$ cat src/rtl/ipc_pkg.sv
// Package: shared constants and the global enable mapping for the
// interrupt pending controller. Assumes a 32-bit register word.
package ipc_pkg;
    localparam int DW        = 32;
    localparam int GLB_LO    = 7;
    localparam int GLB_HI    = 24;
    localparam int SUM_BIT   = 6;
    localparam int FORCE_BIT = 20;

    // Mask of the global bits that hold latched events.
    function automatic logic [DW-1:0] glb_mask();
        logic [DW-1:0] m;
        m = '0;
        for (int b = GLB_LO; b <= GLB_HI; b++) m[b] = 1'b1;
        return m;
    endfunction

    // Enable bit that gates a global pending bit; -1 when the bit has none.
    function automatic int glb_en_idx(input int p);
        case (p)
            7:       return 0;
            8:       return 1;
            9:       return 2;
            10:      return 3;
            11:      return 4;
            12, 13:  return 5;
            14, 15:  return 6;
            16, 17:  return 7;
            18:      return 8;
            19:      return 9;
            20:      return 10;
            21:      return 11;
            22:      return 14;
            23:      return 12;
            24:      return 13;
            default: return -1;
        endcase
    endfunction
endpackage

$ cat src/rtl/ipc_pend_word.sv
// Module: one pending word. A set pulse latches a bit. A clear bit
// drops it unless a set arrives in the same cycle. Bits outside
// VALID_MASK stay zero. Assumes synchronous active-low reset.
module ipc_pend_word #(
    parameter int           W          = 32,
    parameter logic [W-1:0] VALID_MASK = '1
) (
    input  logic         clk,
    input  logic         rst_n,
    input  logic [W-1:0] set_i,
    input  logic [W-1:0] clr_i,
    output logic [W-1:0] q_o
);
    logic [W-1:0] q;

    // Latch events; a set in the same cycle beats a clear.
    always_ff @(posedge clk) begin
        if (!rst_n) q <= '0;
        else        q <= ((q & ~clr_i) | set_i) & VALID_MASK;
    end

    assign q_o = q;
endmodule

$ cat src/rtl/ipc_high_find.sv
// Module: finds the highest set bit of a vector. idx_o is 0 when
// nothing is set. Purely combinational. Assumes N is a power of two.
module ipc_high_find #(
    parameter int N     = 64,
    localparam int IDX_W = $clog2(N)
) (
    input  logic [N-1:0]     vec_i,
    output logic             any_o,
    output logic [IDX_W-1:0] idx_o
);
    // Scan upward so that the last set bit, the highest, wins.
    always_comb begin
        any_o = 1'b0;
        idx_o = '0;
        for (int i = 0; i < N; i++) begin
            if (vec_i[i]) begin
                any_o = 1'b1;
                idx_o = IDX_W'(i);
            end
        end
    end
endmodule

$ cat src/rtl/irq_pend_ctrl.sv
// Module: interrupt pending controller with a per-channel summary.
// Address map: 0 global pending (W1C, bit 6 + bits 5:0 = channel
// summary), 1 global enable, 2.. channel pending words (W1C), then
// channel enable words. Assumes NUM_CH is a multiple of 32 and that
// the map fits in ADDR_W bits. Synchronous active-low reset.
module irq_pend_ctrl #(
    parameter int NUM_CH = 64,
    parameter int ADDR_W = 3
) (
    input  logic                clk,
    input  logic                rst_n,
    input  logic [31:0]         glb_evt_i,
    input  logic [NUM_CH-1:0]   chan_evt_i,
    input  logic                bus_wr_i,
    input  logic [ADDR_W-1:0]   bus_addr_i,
    input  logic [31:0]         bus_wdata_i,
    output logic [31:0]         bus_rdata_o,
    output logic                irq_n_o
);
    import ipc_pkg::*;

    localparam int CH_WORDS = NUM_CH / DW;
    localparam int CH_IDX_W = $clog2(NUM_CH);
    localparam int A_GPEND  = 0;
    localparam int A_GEN    = 1;
    localparam int A_CPEND  = 2;
    localparam int A_CEN    = A_CPEND + CH_WORDS;
    localparam logic [DW-1:0] GLB_MASK = glb_mask();

    logic              wr_gpend;
    logic [DW-1:0]     gclr;
    logic [DW-1:0]     gpend_q;
    logic [DW-1:0]     gen_q;
    logic [DW-1:0]     gact;
    logic [NUM_CH-1:0] chclr;
    logic [NUM_CH-1:0] cp_q;
    logic [NUM_CH-1:0] ce_q;
    logic              ch_any;
    logic [CH_IDX_W-1:0] ch_idx;
    logic              any_act;
    logic              irq_n_q;

    assign wr_gpend = bus_wr_i && (bus_addr_i == ADDR_W'(A_GPEND));
    assign gclr     = wr_gpend ? bus_wdata_i : '0;

    // Global pending word: event set, write-1 clear.
    ipc_pend_word #(.W(DW), .VALID_MASK(GLB_MASK)) u_gpend (
        .clk   (clk),
        .rst_n (rst_n),
        .set_i (glb_evt_i),
        .clr_i (gclr),
        .q_o   (gpend_q)
    );

    // Global enable word: plain storage.
    always_ff @(posedge clk) begin
        if (!rst_n)                                       gen_q <= '0;
        else if (bus_wr_i && bus_addr_i == ADDR_W'(A_GEN)) gen_q <= bus_wdata_i;
    end

    // Channel clear: one channel by number, plus direct W1C per word.
    always_comb begin
        chclr = '0;
        if (wr_gpend && bus_wdata_i[SUM_BIT])
            chclr[bus_wdata_i[CH_IDX_W-1:0]] = 1'b1;
        for (int w = 0; w < CH_WORDS; w++) begin
            if (bus_wr_i && bus_addr_i == ADDR_W'(A_CPEND + w))
                chclr[w*DW +: DW] = chclr[w*DW +: DW] | bus_wdata_i;
        end
    end

    // Per-word channel pending and enable storage.
    for (genvar w = 0; w < CH_WORDS; w++) begin : g_chword
        ipc_pend_word #(.W(DW), .VALID_MASK('1)) u_cpend (
            .clk   (clk),
            .rst_n (rst_n),
            .set_i (chan_evt_i[w*DW +: DW]),
            .clr_i (chclr[w*DW +: DW]),
            .q_o   (cp_q[w*DW +: DW])
        );

        // Channel enable word w: plain storage.
        always_ff @(posedge clk) begin
            if (!rst_n)
                ce_q[w*DW +: DW] <= '0;
            else if (bus_wr_i && bus_addr_i == ADDR_W'(A_CEN + w))
                ce_q[w*DW +: DW] <= bus_wdata_i;
        end
    end

    // Highest enabled pending channel.
    ipc_high_find #(.N(NUM_CH)) u_find (
        .vec_i (cp_q & ce_q),
        .any_o (ch_any),
        .idx_o (ch_idx)
    );

    // Gate each global pending bit by its mapped enable bit.
    for (genvar b = 0; b < DW; b++) begin : g_gact
        localparam int EI = glb_en_idx(b);
        if (EI >= 0) begin : g_on
            assign gact[b] = gpend_q[b] & gen_q[EI];
        end else begin : g_off
            assign gact[b] = 1'b0;
        end
    end

    assign any_act = (|gact) | ch_any;

    // Registered interrupt line, forced low by the force enable bit.
    always_ff @(posedge clk) begin
        if (!rst_n) irq_n_q <= 1'b1;
        else        irq_n_q <= ~(any_act | gen_q[FORCE_BIT]);
    end

    assign irq_n_o = irq_n_q;

    // Read multiplexer; unmapped addresses return zero.
    always_comb begin
        bus_rdata_o = '0;
        if (bus_addr_i == ADDR_W'(A_GPEND))
            bus_rdata_o = {gpend_q[DW-1:SUM_BIT+1], ch_any, ch_idx};
        else if (bus_addr_i == ADDR_W'(A_GEN))
            bus_rdata_o = gen_q;
        for (int w = 0; w < CH_WORDS; w++) begin
            if (bus_addr_i == ADDR_W'(A_CPEND + w)) bus_rdata_o = cp_q[w*DW +: DW];
            if (bus_addr_i == ADDR_W'(A_CEN + w))   bus_rdata_o = ce_q[w*DW +: DW];
        end
    end
endmodule

$ cat config.mk
export PLATFORM = sky130hd
export DESIGN_NAME = irq_pend_ctrl
export DESIGN_NICKNAME = d
export VERILOG_FILES = /design/src/rtl/ipc_pkg.sv /design/src/rtl/ipc_pend_word.sv /design/src/rtl/ipc_high_find.sv /design/src/rtl/irq_pend_ctrl.sv
export SDC_FILE = /design/constraint.sdc
export NUM_CORES = 1
export LEC_CHECK = 0
export BUFFER_PORTS_ARGS = -buffer_cell sky130_fd_sc_hd__buf_2
export CAP_MARGIN = 10
export CORE_MARGIN = 3
export CORE_UTILIZATION = 55
export CTS_BUF_LIST = sky130_fd_sc_hd__clkbuf_8
export CTS_CLUSTER_DIAMETER = 50
export DETAILED_ROUTE_END_ITERATION = 16
export PLACE_DENSITY = 0.82
export REMOVE_ABC_BUFFERS = 1
export SKIP_CTS_REPAIR_TIMING = 1
export SLEW_MARGIN = 20
export SYNTH_ARGS = -nofsm -noshare
export SYNTH_HDL_FRONTEND = slang
export SYNTH_SLANG_ARGS = --single-unit
$ cat constraint.sdc
create_clock -name clk -period 5.38 [get_ports clk]
set_input_delay 1.076 -clock clk [delete_from_list [all_inputs] [get_ports clk]]
set_output_delay 1.076 -clock clk [all_outputs]
set_load 0.03 [all_outputs]
After elaboration in Yosys (flattened, before gate mapping)
Index checks and enable logic that the tools add are counted.
Cells by class
  shift operators: 0
  $add $sub $neg: 0
  multiplexer cells: 139
  equality and inequality tests: 5
  bitwise operators: 33
  divide/modulo/power cells: 0
  $lt $le $gt $ge: 2
  multiply operators: 0
  reduce and logical (&&, ||, !) cells: 10
Operator list (count)
  $mux W32: 8
  $mux W6: 32
  $or A32 B32 Y32: 4
  $mux W5: 16
  $mux W1: 66
  $and A32 B32 Y32: 2
  $and A64 B64 Y64: 1
  $mux W64: 1
  $not A32 Y32: 2
  $mux W4: 8
  $and A25 B25 Y25: 1
  $mux W25: 1
  $not A25 Y25: 1
  $or A25 B25 Y25: 1
  $and A1 B1 Y1: 18
  $reduce_or A18 Y1: 1
  $mux W3: 4
  $logic_and A1 B1 Y1: 8
  $lt A6 B7 Y1 const B: 1
  $demux W1 S6: 1
  $eq A3 B2 Y1 const B: 2
  $eq A3 B3 Y1 const B: 2
  $ge A6 B1 Y1 const B: 1
  $mux W2: 2
  4 further kinds: 5
Word-level totals
  register bits after elaboration: 179
  output and inout bits: 33
  bits of input ports: 134
  bits in writable memories: 0
  bits in latches: 0
  memory bits (read-only): 0
  logic and storage cells: 196
  memories: 0

Longest topological paths before layout
  word-level depth: 70
  mapped depth: 8
  gate-level depth less buffers: 6

Cells and area by module
A second synthesis with hierarchy kept.
Unflattened totals
  cells, all modules: 1419
  area, all modules: 11487.3 µm²
By module, submodules not included
  irq_pend_ctrl: cells an instance 1007, instances 1, sequential area each 1941.9 µm², area an instance 7682.4 µm²
  ipc_pend_word (g_chword[0].u_cpend ...): cells an instance 99, instances 2, sequential area each 640.6 µm², area an instance 1114.8 µm²
  ipc_high_find: cells an instance 143, instances 1, sequential area each 0.0 µm², area an instance 827.0 µm²
  ipc_pend_word (u_gpend): cells an instance 71, instances 1, sequential area each 360.3 µm², area an instance 748.2 µm²

Least setup slack after synthesis
No wires, ideal clock.
  path kind: input port to output port
  start point: input port bus_addr_i[1]
  end point: output port bus_rdata_o[0]
  arrival time: 2.892 ns
  required time: 4.304 ns
  buffers on the path: 2
  stages: 6
  path slack: 1.412 ns
  path through: buf_4 -> buf_4 -> nor3_1 -> nand2_1 -> a2111o_1 -> a222oi_1
On the way
  longest elaborated chain between the ends: 7
  elaborated cells between the ends (all ways): 12
  classes of those cells: eq/ne (5); mux (6); reduce/logical (1)
Ends and longest elaborated chain
  start, declared: line irq_pend_ctrl.sv:15  | input logic [ADDR_W-1:0] bus_addr_i,
  $eq A3 B1 Y1: line irq_pend_ctrl.sv:123  | else if (bus_addr_i == ADDR_W'(A_GEN))
  $mux W32: line irq_pend_ctrl.sv:123
  $mux W32: line irq_pend_ctrl.sv:121  | if (bus_addr_i == ADDR_W'(A_GPEND))
  $mux W32: line irq_pend_ctrl.sv:126  | if (bus_addr_i == ADDR_W'(A_CPEND + w)) bus_rdata_o = cp_q[w*DW +: DW];
  $mux W32: line irq_pend_ctrl.sv:127  | if (bus_addr_i == ADDR_W'(A_CEN + w)) bus_rdata_o = ce_q[w*DW +: DW];
  $mux W32: line irq_pend_ctrl.sv:126
  $mux W32 *: line irq_pend_ctrl.sv:127
  end, declared: line irq_pend_ctrl.sv:17  | output logic [31:0] bus_rdata_o,
Mark *: on every way between the ends. The rest lies on a longest branch, timed or not.

Worst setup path after layout
Ends and elaborated chain as after synthesis.

==> impl_metrics.env <==
export IMPL_outcome="finished clean"
export IMPL_hold_path_class="reg2reg"
export IMPL_dr_wl_met2_microns=15500
export IMPL_critical_path_depth=6
export IMPL_crit_path_start_kind="primary input"
export IMPL_final_seq_area_sq_um=3580
export IMPL_route_met3_wl_microns=4220
export IMPL_post_route_drc_count=0
export IMPL_drive_above_1_share_pct=17.6
export IMPL_post_dp_hpwl_microns=24000
export IMPL_totalNegativeSetupSlack_ns=0
export IMPL_clock_transition_at_the_registers_of_the_reported_paths_ns=0.10
export IMPL_ir_drop_mv=0.235
export IMPL_hold_path_depth=2
export IMPL_rsz0062_at_grt="false"
export IMPL_critical_path_buf_inv_count=3
export IMPL_count_of_pins_on_the_block_boundary=167
export IMPL_final_max_slew_viol_count=0
export IMPL_yosysTopAreaCellShare_pct=36.5
export IMPL_initial_util_pct=56.5
export IMPL_grt_start_max_net_pins=75
export IMPL_drt_pass1_iter_count=7
export IMPL_grt_first_pass_wirelength_microns=53400
export IMPL_number_of_distinct_library_cells_after_synthesis=64
export IMPL_final_antenna_net_count=0
export IMPL_yosys_cell_count_top_type="sky130_fd_sc_hd__nand2_1"
export IMPL_synthCells=1283
export IMPL_core_sq_um=17400
export IMPL_number_of_buffers_created_by_cts=17
export IMPL_cts_tree="built"
export IMPL_fin_nets=1521
export IMPL_synth_ff_latch_count=179
export IMPL_worstMarginPinSlew_ns=1.31
export IMPL_placement_rows=48
export IMPL_timing_critical_path_to_type="output port"
export IMPL_grt_pass1_vias=9635
export IMPL_synth_ff_type="sky130_fd_sc_hd__dfxtp_1"
export IMPL_final_report_hold_violation_count=0
export IMPL_synth_avg_cell_area_sq_um=7.65
export IMPL_synth_warning_count=0
export IMPL_cts_path_max_buffers=2
export IMPL_critical_path_top_delay_family="buffers and inverters"
export IMPL_cp_data_required_time_ns=4.30
export IMPL_synth_async_sr_flop_share_pct=0
export IMPL_syn_to_final_growth_pct=12.6
export IMPL_slowest_stage="sky130_fd_sc_hd__buf_2"
export IMPL_crit_path_largest_cell_delay_ns=0.48
export IMPL_timing_critical_path_mode_cell="sky130_fd_sc_hd__buf_2"
export IMPL_r2r_worst_path_cells=6
export IMPL_grt_util_all_layers_pct=34.5
export IMPL_insertion_delay_of_the_later_clocked_pin_in_the_worst_skew_pair_ns=0.49
export IMPL_num_vias=10400
export IMPL_final_setup_viol_count=0
export IMPL_dr_first_iter_drc_count=1697
export IMPL_area_taken_by_multi_input_logic_gates_sq_um=5880
export IMPL_final_period_utilization_pct=82.6
export IMPL_slew_headroom_pct=12.6
export IMPL_drv_cap=0
export IMPL_route_detailed_vias_per_inst=6.40
export IMPL_synth_top_cells_by_count="391 x sky130_fd_sc_hd__nand2_1, 179 x sky130_fd_sc_hd__dfxtp_1, 134 x sky130_fd_sc_hd__a21oi_1"
export IMPL_synthDominantAreaCellType="sky130_fd_sc_hd__dfxtp_1"
export IMPL_highest_achievable_clock_rate_ghz=0.225
export IMPL_top_layer="met4"
export IMPL_floorplan_die_width_microns=140
export IMPL_root_buffer_master="sky130_fd_sc_hd__clkbuf_8"
export IMPL_power_leakage_nw=4.30
export IMPL_wl_final_microns=34700
export IMPL_filler_cell_count=1535
export IMPL_post_synth_edffs=0
export IMPL_critical_path_max_fanout=24
export IMPL_synth_area_sq_um=9810
export IMPL_port_buffer_count=152
export IMPL_worst_clk_skew_ns=0.0113
export IMPL_fin_crit_ns=4.45
export IMPL_grt_antenna_before_repair=0
export IMPL_power_consumption_w=0.00290
export IMPL_floorplan_die_area_sq_um=19500
export IMPL_clock_tree_htree_level_count=4
export IMPL_routabilityCongestion=0.971
export IMPL_globalRoute_totalOverflow=0
export IMPL_fp_dieH_microns=140
export IMPL_synth_top_cells_by_area="sky130_fd_sc_hd__dfxtp_1 37%, sky130_fd_sc_hd__nand2_1 15%, sky130_fd_sc_hd__a21boi_0 7.3%"
export IMPL_worstSetupPathType="in2out"
export IMPL_crit_path_cell_trace="buf_2 -> clkinv_1 -> nand2_1 -> o22ai_1 -> a222oi_1 -> buf_2"
export IMPL_synth_seq_area_share_pct=36.5
export IMPL_cp_arrival_ns=3.37
export IMPL_diodes=0
export IMPL_average_wire_per_standard_cell_microns=21.4
export IMPL_clock_sink_count=179
export IMPL_detail_route_wirelength_met1_microns=13500
export IMPL_cellPowerDensity_nw_per_um2=263
tightest hold or removal path: stages (launching register included):
cell	delay (ns)
sky130_fd_sc_hd__dfxtp_1	0.32
sky130_fd_sc_hd__nand2_1	0.04
sky130_fd_sc_hd__a21boi_0	0.07
flip-flops by register name, summed over array words and instances (netlist names):
name,flops
ce_q,64
g_chword.u_cpend.q_o,64
gen_q,32
u_gpend.q_o,18
irq_n_o,1
kinds of logic after synthesis:
kind of cell,after synthesis,share of synthesized area (%)
AO/OA/AOI/OAI,442,30.8
buffers and inverters,88,3.98
flip-flops,179,36.5
multiplexers,57,6.13
AND/OR/NAND/NOR,517,22.6
power by group:
group          switching, W  internal (W)  leakage [nW]  total (W)
Clock              0.000537      0.000429         0.194   0.000966
Sequential        0.0000752       0.00139          1.47    0.00146
Combinational      0.000295      0.000182          2.64   0.000478
Total              0.000907       0.00200          4.30    0.00290
worst paths after layout:
kind | startpoint | endpoint | slack (ns)
worst max-delay path | bus_addr_i[1] | bus_rdata_o[0] | 0.93
worst min-delay path | gen_q[26]$_SDFFE_PN0P_ | gen_q[26]$_SDFFE_PN0P_ | 0.47
worst max register to register | g_chword[1].u_cpend.q_o[21]$_SDFF_PN0_ | irq_n_o$_SDFF_PN1_ | 3.23
worst min register to register | gen_q[26]$_SDFFE_PN0P_ | gen_q[26]$_SDFFE_PN0P_ | 0.47
layout by cell type (no fill, tap or decap), types with 13 or more instances in the layout:
| master | n |
|---|---|
| sky130_fd_sc_hd__a22oi_1 | 36 |
| sky130_fd_sc_hd__buf_2 | 151 |
| sky130_fd_sc_hd__o21a_1 | 64 |
| sky130_fd_sc_hd__mux2i_1 | 32 |
| sky130_fd_sc_hd__nor2_1 | 36 |
| sky130_fd_sc_hd__nand2_1 | 391 |
| sky130_fd_sc_hd__dfxtp_1 | 179 |
| sky130_fd_sc_hd__o21ai_0 | 23 |
| sky130_fd_sc_hd__nand3_1 | 13 |
| sky130_fd_sc_hd__a21oi_1 | 134 |
| sky130_fd_sc_hd__clkbuf_8 | 18 |
| sky130_fd_sc_hd__nor2b_1 | 23 |
| sky130_fd_sc_hd__a221oi_1 | 22 |
| sky130_fd_sc_hd__mux2_2 | 25 |
| sky130_fd_sc_hd__buf_4 | 19 |
| sky130_fd_sc_hd__a21boi_0 | 96 |
metrics by stage:
| stage | cell area (sq um) | hold WS [ns] | setup WS (ns) | util [%] | cells |
|---|---|---|---|---|---|
| floorplan | 9440 | 0.441 | 1.11 | - | 1198 |
| global placement | 10600 | 0.449 | 1.09 | 61.3 | 1593 |
| detailed placement | 10700 | 0.457 | 1.10 | 61.4 | 1593 |
| CTS | 11100 | 0.469 | 1.07 | 63.7 | 1625 |
| global route | 11100 | 0.490 | 0.901 | 63.7 | 1625 |
| finish | 11100 | 0.472 | 0.934 | 63.7 | 1625 |
area by class of cell:
type                    instances  share of cell area, %
multi-input cells            1016                   53.2
flip-flops and latches        179                   32.4
repair buffers                170                   8.13
well taps                     225                   2.55
clock buffers                  18                   2.24
clock inverters                14                   1.37
inverters                       3                  0.102
routing by layer:
layer | up-vias | global-route usage, %
li1 | 4765 | -
met2 | 701 | 53.7
met3 | 126 | 8.63
met1 | 4810 | 46.1
met4 | 0 | 14.1
met5 | - | 0
Power figures use the tool's default switching activity.
